===== src/rtl/bsd_pkg.sv =====
package bsd_pkg;

    localparam int STAT_W = 3;

    typedef enum logic [STAT_W-1:0] {
        ST_INTA  = 3'b000,
        ST_IORD  = 3'b001,
        ST_IOWR  = 3'b010,
        ST_HALT  = 3'b011,
        ST_FETCH = 3'b100,
        ST_MRD   = 3'b101,
        ST_MWR   = 3'b110,
        ST_IDLE  = 3'b111
    } stat_e;

    typedef enum logic [1:0] {
        PH_IDLE = 2'd0,
        PH_ADDR = 2'd1,
        PH_DATA = 2'd2
    } phase_e;

    // internal command set, active high
    typedef struct packed {
        logic inta;
        logic iord;
        logic iowr;
        logic aiow;
        logic mrd;
        logic mwr;
        logic amw;
    } cmd_t;

    function automatic logic is_receive(stat_e k);
        return (k == ST_INTA) || (k == ST_IORD) || (k == ST_FETCH) || (k == ST_MRD);
    endfunction

    function automatic cmd_t early_cmds(stat_e k);
        cmd_t c;
        c = '0;
        case (k)
            ST_INTA:        c.inta = 1'b1;
            ST_IORD:        c.iord = 1'b1;
            ST_IOWR:        c.aiow = 1'b1;
            ST_FETCH, ST_MRD: c.mrd = 1'b1;
            ST_MWR:         c.amw  = 1'b1;
            default:        c = '0;
        endcase
        return c;
    endfunction

    function automatic cmd_t late_cmds(stat_e k);
        cmd_t c;
        c = '0;
        case (k)
            ST_IOWR: c.iowr = 1'b1;
            ST_MWR:  c.mwr  = 1'b1;
            default: c = '0;
        endcase
        return c;
    endfunction

endpackage


===== src/rtl/bsd_tracker.sv =====
module bsd_tracker
    import bsd_pkg::*;
#(
    parameter int WR_LAG = 1
) (
    input  logic              clk,
    input  logic              rst,
    input  logic [STAT_W-1:0] status,
    output phase_e            phase,
    output stat_e             kind,
    output logic              late_ok
);
    localparam int LAG_W = (WR_LAG < 1) ? 1 : $clog2(WR_LAG + 1);
    localparam logic [LAG_W-1:0] LAG_MAX = LAG_W'(WR_LAG);

    logic             armed_q;
    logic [LAG_W-1:0] lag_q;
    logic             passive;

    assign passive = (status == ST_IDLE);

    always_ff @(posedge clk) begin
        if (rst) begin
            phase   <= PH_IDLE;
            kind    <= ST_IDLE;
            armed_q <= 1'b0;
            lag_q   <= '0;
        end else begin
            armed_q <= passive;
            case (phase)
                PH_IDLE: begin
                    if (armed_q && !passive) begin
                        phase <= PH_ADDR;
                        kind  <= stat_e'(status);
                    end
                end
                PH_ADDR: begin
                    lag_q <= '0;
                    phase <= passive ? PH_IDLE : PH_DATA;
                end
                PH_DATA: begin
                    if (passive) begin
                        phase <= PH_IDLE;
                    end else if (lag_q != LAG_MAX) begin
                        lag_q <= lag_q + 1'b1;
                    end
                end
                default: phase <= PH_IDLE;
            endcase
        end
    end

    assign late_ok = (phase == PH_DATA) && (lag_q == LAG_MAX);

    // the captured kind holds for the whole data phase
    p_kind_held_r8: assert property (@(posedge clk) disable iff (rst)
        (phase == PH_DATA && $past(phase) != PH_IDLE) |-> $stable(kind));

    // address phase only follows idle
    p_addr_from_idle_r2: assert property (@(posedge clk) disable iff (rst)
        $rose(phase == PH_ADDR) |-> $past(phase) == PH_IDLE);

endmodule


===== src/rtl/bsd_cmd_decode.sv =====
module bsd_cmd_decode
    import bsd_pkg::*;
(
    input  phase_e phase,
    input  stat_e  kind,
    input  logic   late_ok,
    output cmd_t   cmd,
    output logic   ale,
    output logic   den,
    output logic   dtr
);
    logic in_data;
    logic active;

    assign in_data = (phase == PH_DATA);
    assign active  = (phase != PH_IDLE);

    always_comb begin
        cmd = '0;
        if (in_data) begin
            cmd = early_cmds(kind);
            if (late_ok) begin
                cmd = cmd | late_cmds(kind);
            end
        end
    end

    assign ale = (phase == PH_ADDR);
    assign den = in_data && (kind != ST_HALT);
    assign dtr = !(active && is_receive(kind));

endmodule


===== src/rtl/bus_cmd_decoder.sv =====
module bus_cmd_decoder
    import bsd_pkg::*;
#(
    parameter int WR_LAG = 1
) (
    input  logic       clk,
    input  logic       rst,
    input  logic [2:0] bus_status,
    output logic       mem_rd_n,
    output logic       mem_wr_n,
    output logic       mem_wr_adv_n,
    output logic       io_rd_n,
    output logic       io_wr_n,
    output logic       io_wr_adv_n,
    output logic       int_ack_n,
    output logic       addr_latch,
    output logic       data_en,
    output logic       data_dir
);
    phase_e phase;
    stat_e  kind;
    logic   late_ok;
    cmd_t   cmd;

    bsd_tracker #(.WR_LAG(WR_LAG)) u_tracker (
        .clk     (clk),
        .rst     (rst),
        .status  (bus_status),
        .phase   (phase),
        .kind    (kind),
        .late_ok (late_ok)
    );

    bsd_cmd_decode u_decode (
        .phase   (phase),
        .kind    (kind),
        .late_ok (late_ok),
        .cmd     (cmd),
        .ale     (addr_latch),
        .den     (data_en),
        .dtr     (data_dir)
    );

    assign mem_rd_n     = ~cmd.mrd;
    assign mem_wr_n     = ~cmd.mwr;
    assign mem_wr_adv_n = ~cmd.amw;
    assign io_rd_n      = ~cmd.iord;
    assign io_wr_n      = ~cmd.iowr;
    assign io_wr_adv_n  = ~cmd.aiow;
    assign int_ack_n    = ~cmd.inta;

    // latch strobe lasts one clock
    p_ale_single_r2: assert property (@(posedge clk) disable iff (rst)
        addr_latch |=> !addr_latch);

    // a sampled passive code leaves no command behind
    p_passive_clears_r7: assert property (@(posedge clk) disable iff (rst)
        (bus_status == 3'b111) |=> (cmd == '0) && !data_en);

    // halt drives nothing
    p_halt_silent_r6: assert property (@(posedge clk) disable iff (rst)
        (kind == ST_HALT && phase != PH_IDLE) |-> (cmd == '0) && !data_en);

    // normal write never leads its advanced write
    p_write_order_r5: assert property (@(posedge clk) disable iff (rst)
        (!mem_wr_n |-> !mem_wr_adv_n) and (!io_wr_n |-> !io_wr_adv_n));

    // at most two strobes at once
    p_cmd_count_r11: assert property (@(posedge clk) disable iff (rst)
        $countones(cmd) <= 2);

endmodule


===== config.mk =====
export PLATFORM = sky130hd
export DESIGN_NAME = bus_cmd_decoder
export DESIGN_NICKNAME = d
export VERILOG_FILES = /design/src/rtl/bsd_pkg.sv /design/src/rtl/bsd_tracker.sv /design/src/rtl/bsd_cmd_decode.sv /design/src/rtl/bus_cmd_decoder.sv
export SDC_FILE = /design/constraint.sdc
export NUM_CORES = 1
export LEC_CHECK = 0
export BUFFER_PORTS_ARGS = -buffer_cell sky130_fd_sc_hd__buf_2
export CAP_MARGIN = 25
export CORE_AREA = 2 2 39 41
export DETAILED_ROUTE_END_ITERATION = 8
export DIE_AREA = 0 0 41 43
export PLACE_DENSITY_LB_ADDON = 0.2
export SLEW_MARGIN = 15
export SYNTH_ARGS = -nofsm -noshare
export SYNTH_HDL_FRONTEND = slang
export SYNTH_SLANG_ARGS = --single-unit

===== constraint.sdc =====
create_clock -name clk -period 1.5 [get_ports clk]
set_input_delay 0.3 -clock clk [delete_from_list [all_inputs] [get_ports clk]]
set_output_delay 0.3 -clock clk [all_outputs]
set_load 0.005 [all_outputs]

==> metrics.txt <==
run status finished, final reports clean; WL per Instance between 9 and 10 um; LEAKAGE 0.204 nW; Layout area overhead 42.0%; Cell Rows 14; initial antenna violation count 0; Worst Setup Start Kind flip-flop; Worst Max-Slew Pin Slew 0.244 ns; power density cells slightly below 800 nW/um2; post-route setup slack 0.0254 ns; number of global-route vias before repair 273; Post-Syn Area ~350 um2; Cells after Synth between 40 and 50; total CTS buffers 3; Setup WS pre-CTS roughly 0.15 ns; number of max-cap violations 0; Cell Chain, Critical Path nand2b_4 -> nor3b_4 -> nand3_1 -> buf_2; Tmin final 1.47 ns; PortBufs 14; dpl hpwl ~570 um; Hold/Removal Path Class in -> reg; gr ovfl total 0; worst endpoint data arrival time ~1.2 ns; sequential area share after synthesis just over 40%; CP Max Fanout 4; Tot GR Track Use roughly a tenth; critical path class reg -> out; CP max stage cell dfxtp_4; Setup crit start u_tracker.phase[0]; drt pass-1 iters 2; Starting Density around a quarter; maximum VDD drop approximately 0.00032 V; die area roughly 1800 um2; H-tree levels 1; filler cell count 155; CORE AREA around 1400 um2; share of cells above drive strength 1 approximately two fifths; R2R setup slack roughly 0.21 ns; P_int a little over 300 uW; WP data required roughly 1.2 ns; Post-Layout Inst Area just under 500 um2; clk_lat worst skew roughly 0.25 ns; reg2reg start u_tracker.phase[1]; CP Capture Type output port; via density per instance between 4 and 5; io pins 15; period utilization 98.3%; RSZ-0062 raised after global routing true; final wirelength roughly 700 um; YS warnings 0; Mapped Avg Cell Area between 8 and 9 um2; worst r2r dst u_tracker.kind[1]; Worst Hold Launch rst; power share of the sequential group roughly 50%; via count 340; slew margin rel. a little over four fifths; GP Congestion about 0.64; Final Hold Fails 0; residual DRC count 0; syn nets 46; Worst Reg-to-Reg Cells 4; post-placement cell area around 440 um2; Clock Path Buffers 2; first-pass GRT wire length 1090 um; Max Fclk ~0.68 GHz; #FFs+latches synth 7; Switching Fraction a little over a fifth; Cell variety after synth 19; fin. max-slew vios 0; Clock transition at path regs roughly 0.050 ns; largest net degree at the start of global routing 9; end of the critical path mem_wr_n; clk_skew roughly 0.0015 ns; Comb pwr share 7.0%; Sink Count 7; final setup violation count 0; TritonCTS clock tree done; Clock power frac between 40% and 50%; DR iter-0 viols 1; nets@finish between 60 and 70; Die W slightly above 40 um; sw power between 80 and 90 uW; Die Y about 43 um; DRT antenna net count 0; # diodes 0; Largest stage delay, worst path about 0.33 ns; CTS root buf clkbuf_4
## flip-flops by register name (all words and copies together), names as in the netlist
name,flops
u_tracker.armed_q,1
u_tracker.kind,3
u_tracker.lag_q,1
u_tracker.phase,2
## layout by cell type, fill, tap and decap left out, drive strengths merged, types with 3 or more instances in the layout
| master | instances |
|---|---|
| nand2b | 3 |
| buf | 16 |
| nor2 | 6 |
| nand2 | 5 |
| clkbuf | 4 |
| dfxtp | 7 |
| nand3 | 3 |
## cell usage after synthesis
master,number,area share (%)
o21bai_1,1,2.2
dfxtp_1,7,41
nor2b_1,2,3.6
nor3b_4,1,5.4
nand3b_1,1,2.2
o21ai_0,1,1.4
a21oi_1,2,2.9
nor2_1,6,6.5
nand2_2,1,1.8
nand2_1,4,4.3
a22oi_1,1,2.2
nand3_1,3,4.3
inv_1,1,1.1
and3b_1,1,2.5
and3_1,2,3.6
clkbuf_1,1,1.1
nor3b_2,1,3.6
a211o_1,2,5.1
nand2b_1,3,5.4
## worst min path at each step
stage / slack, ns / depth (start not counted) / endpoint
after detailed placement: 0.49 / 2 / u_tracker.lag_q
after CTS: 0.30 / 2 / u_tracker.phase[0]
after floorplan: 0.46 / 2 / u_tracker.lag_q
after global placement: 0.49 / 2 / u_tracker.lag_q
after global routing: 0.32 / 2 / u_tracker.phase[0]
final: 0.31 / 2 / u_tracker.phase[0]
## metal layers
| metal | GRT usage (%) | part of all wire (%) | up-vias |
|---|---|---|---|
| met5 | 0 | 0 | - |
| met4 | 8.00 | 1.0 | 0 |
| met3 | 1.57 | 6.6 | 2 |
| met2 | 12.2 | 45 | 10 |
| met1 | 13.0 | 47 | 148 |
| li1 | - | - | 180 |
## kinds of logic (layout without fill, tap and decap cells)
group                  count (synthesis)  count (layout)  synth area share, %
AO/OA/AOI/OAI                          7               7                 13.8
buffers and inverters                  2              21                 2.17
flip-flops                             7               7                 40.6
AND/OR/NAND/NOR                       25              25                 43.5
## critical path: cells and delay by family, from the launching register on
kind | cells | cell delay (ns)
and+or+nand+nor | 3 | 0.46
buffers and inverters | 1 | 0.13
DFF | 1 | 0.33
## cell type report
| cell class | instances | area (um2) | area share (%) |
|---|---|---|---|
| Sequential cell | 7 | 144 | 29.3 |
| Multi-Input combinational cell | 32 | 211 | 43.1 |
| Timing Repair Buffer | 16 | 85.1 | 17.3 |
| Tap cell | 16 | 20.0 | 4.08 |
| Clock buffer | 4 | 26.3 | 5.36 |
| Inverter | 1 | 3.75 | 0.765 |
## timing repair
| item | in CTS | in global routing |
|---|---|---|
| hold buffers | 0 | 0 |
| pin swaps | 2 | 2 |
| gates resized for setup | 4 | 0 |
| setup endpoints to repair | 7 | 7 |
| setup buffers | 1 | 0 |
## metrics by stage
| step | util, % | setup TNS [ns] | hold slack, ns | total power, mW | instances |
|---|---|---|---|---|---|
| 3_3_place_gp | 31.7 | 0 | 0.490 | 0.225 | 71 |
| 2_1_floorplan | - | 0 | 0.463 | 0.214 | 41 |
| 4_1_cts | 35.4 | -0.0129 | 0.296 | 0.401 | 76 |
| 5_1_grt | 35.4 | -0.192 | 0.316 | 0.412 | 76 |
| 3_5_place_dp | 31.7 | 0 | 0.494 | 0.225 | 71 |
| 6_report | 35.4 | 0 | 0.309 | 0.389 | 76 |
## power groups by stage
stage,logic [mW],clock network (mW),registers (mW)
5_1_grt,0.0301,0.187,0.195
3_5_place_dp,0.0253,0,0.199
2_1_floorplan,0.0152,0,0.199
4_1_cts,0.0273,0.180,0.194
6_report,0.0271,0.168,0.194
3_3_place_gp,0.0254,0,0.199
(Power assumes the default switching activity.)
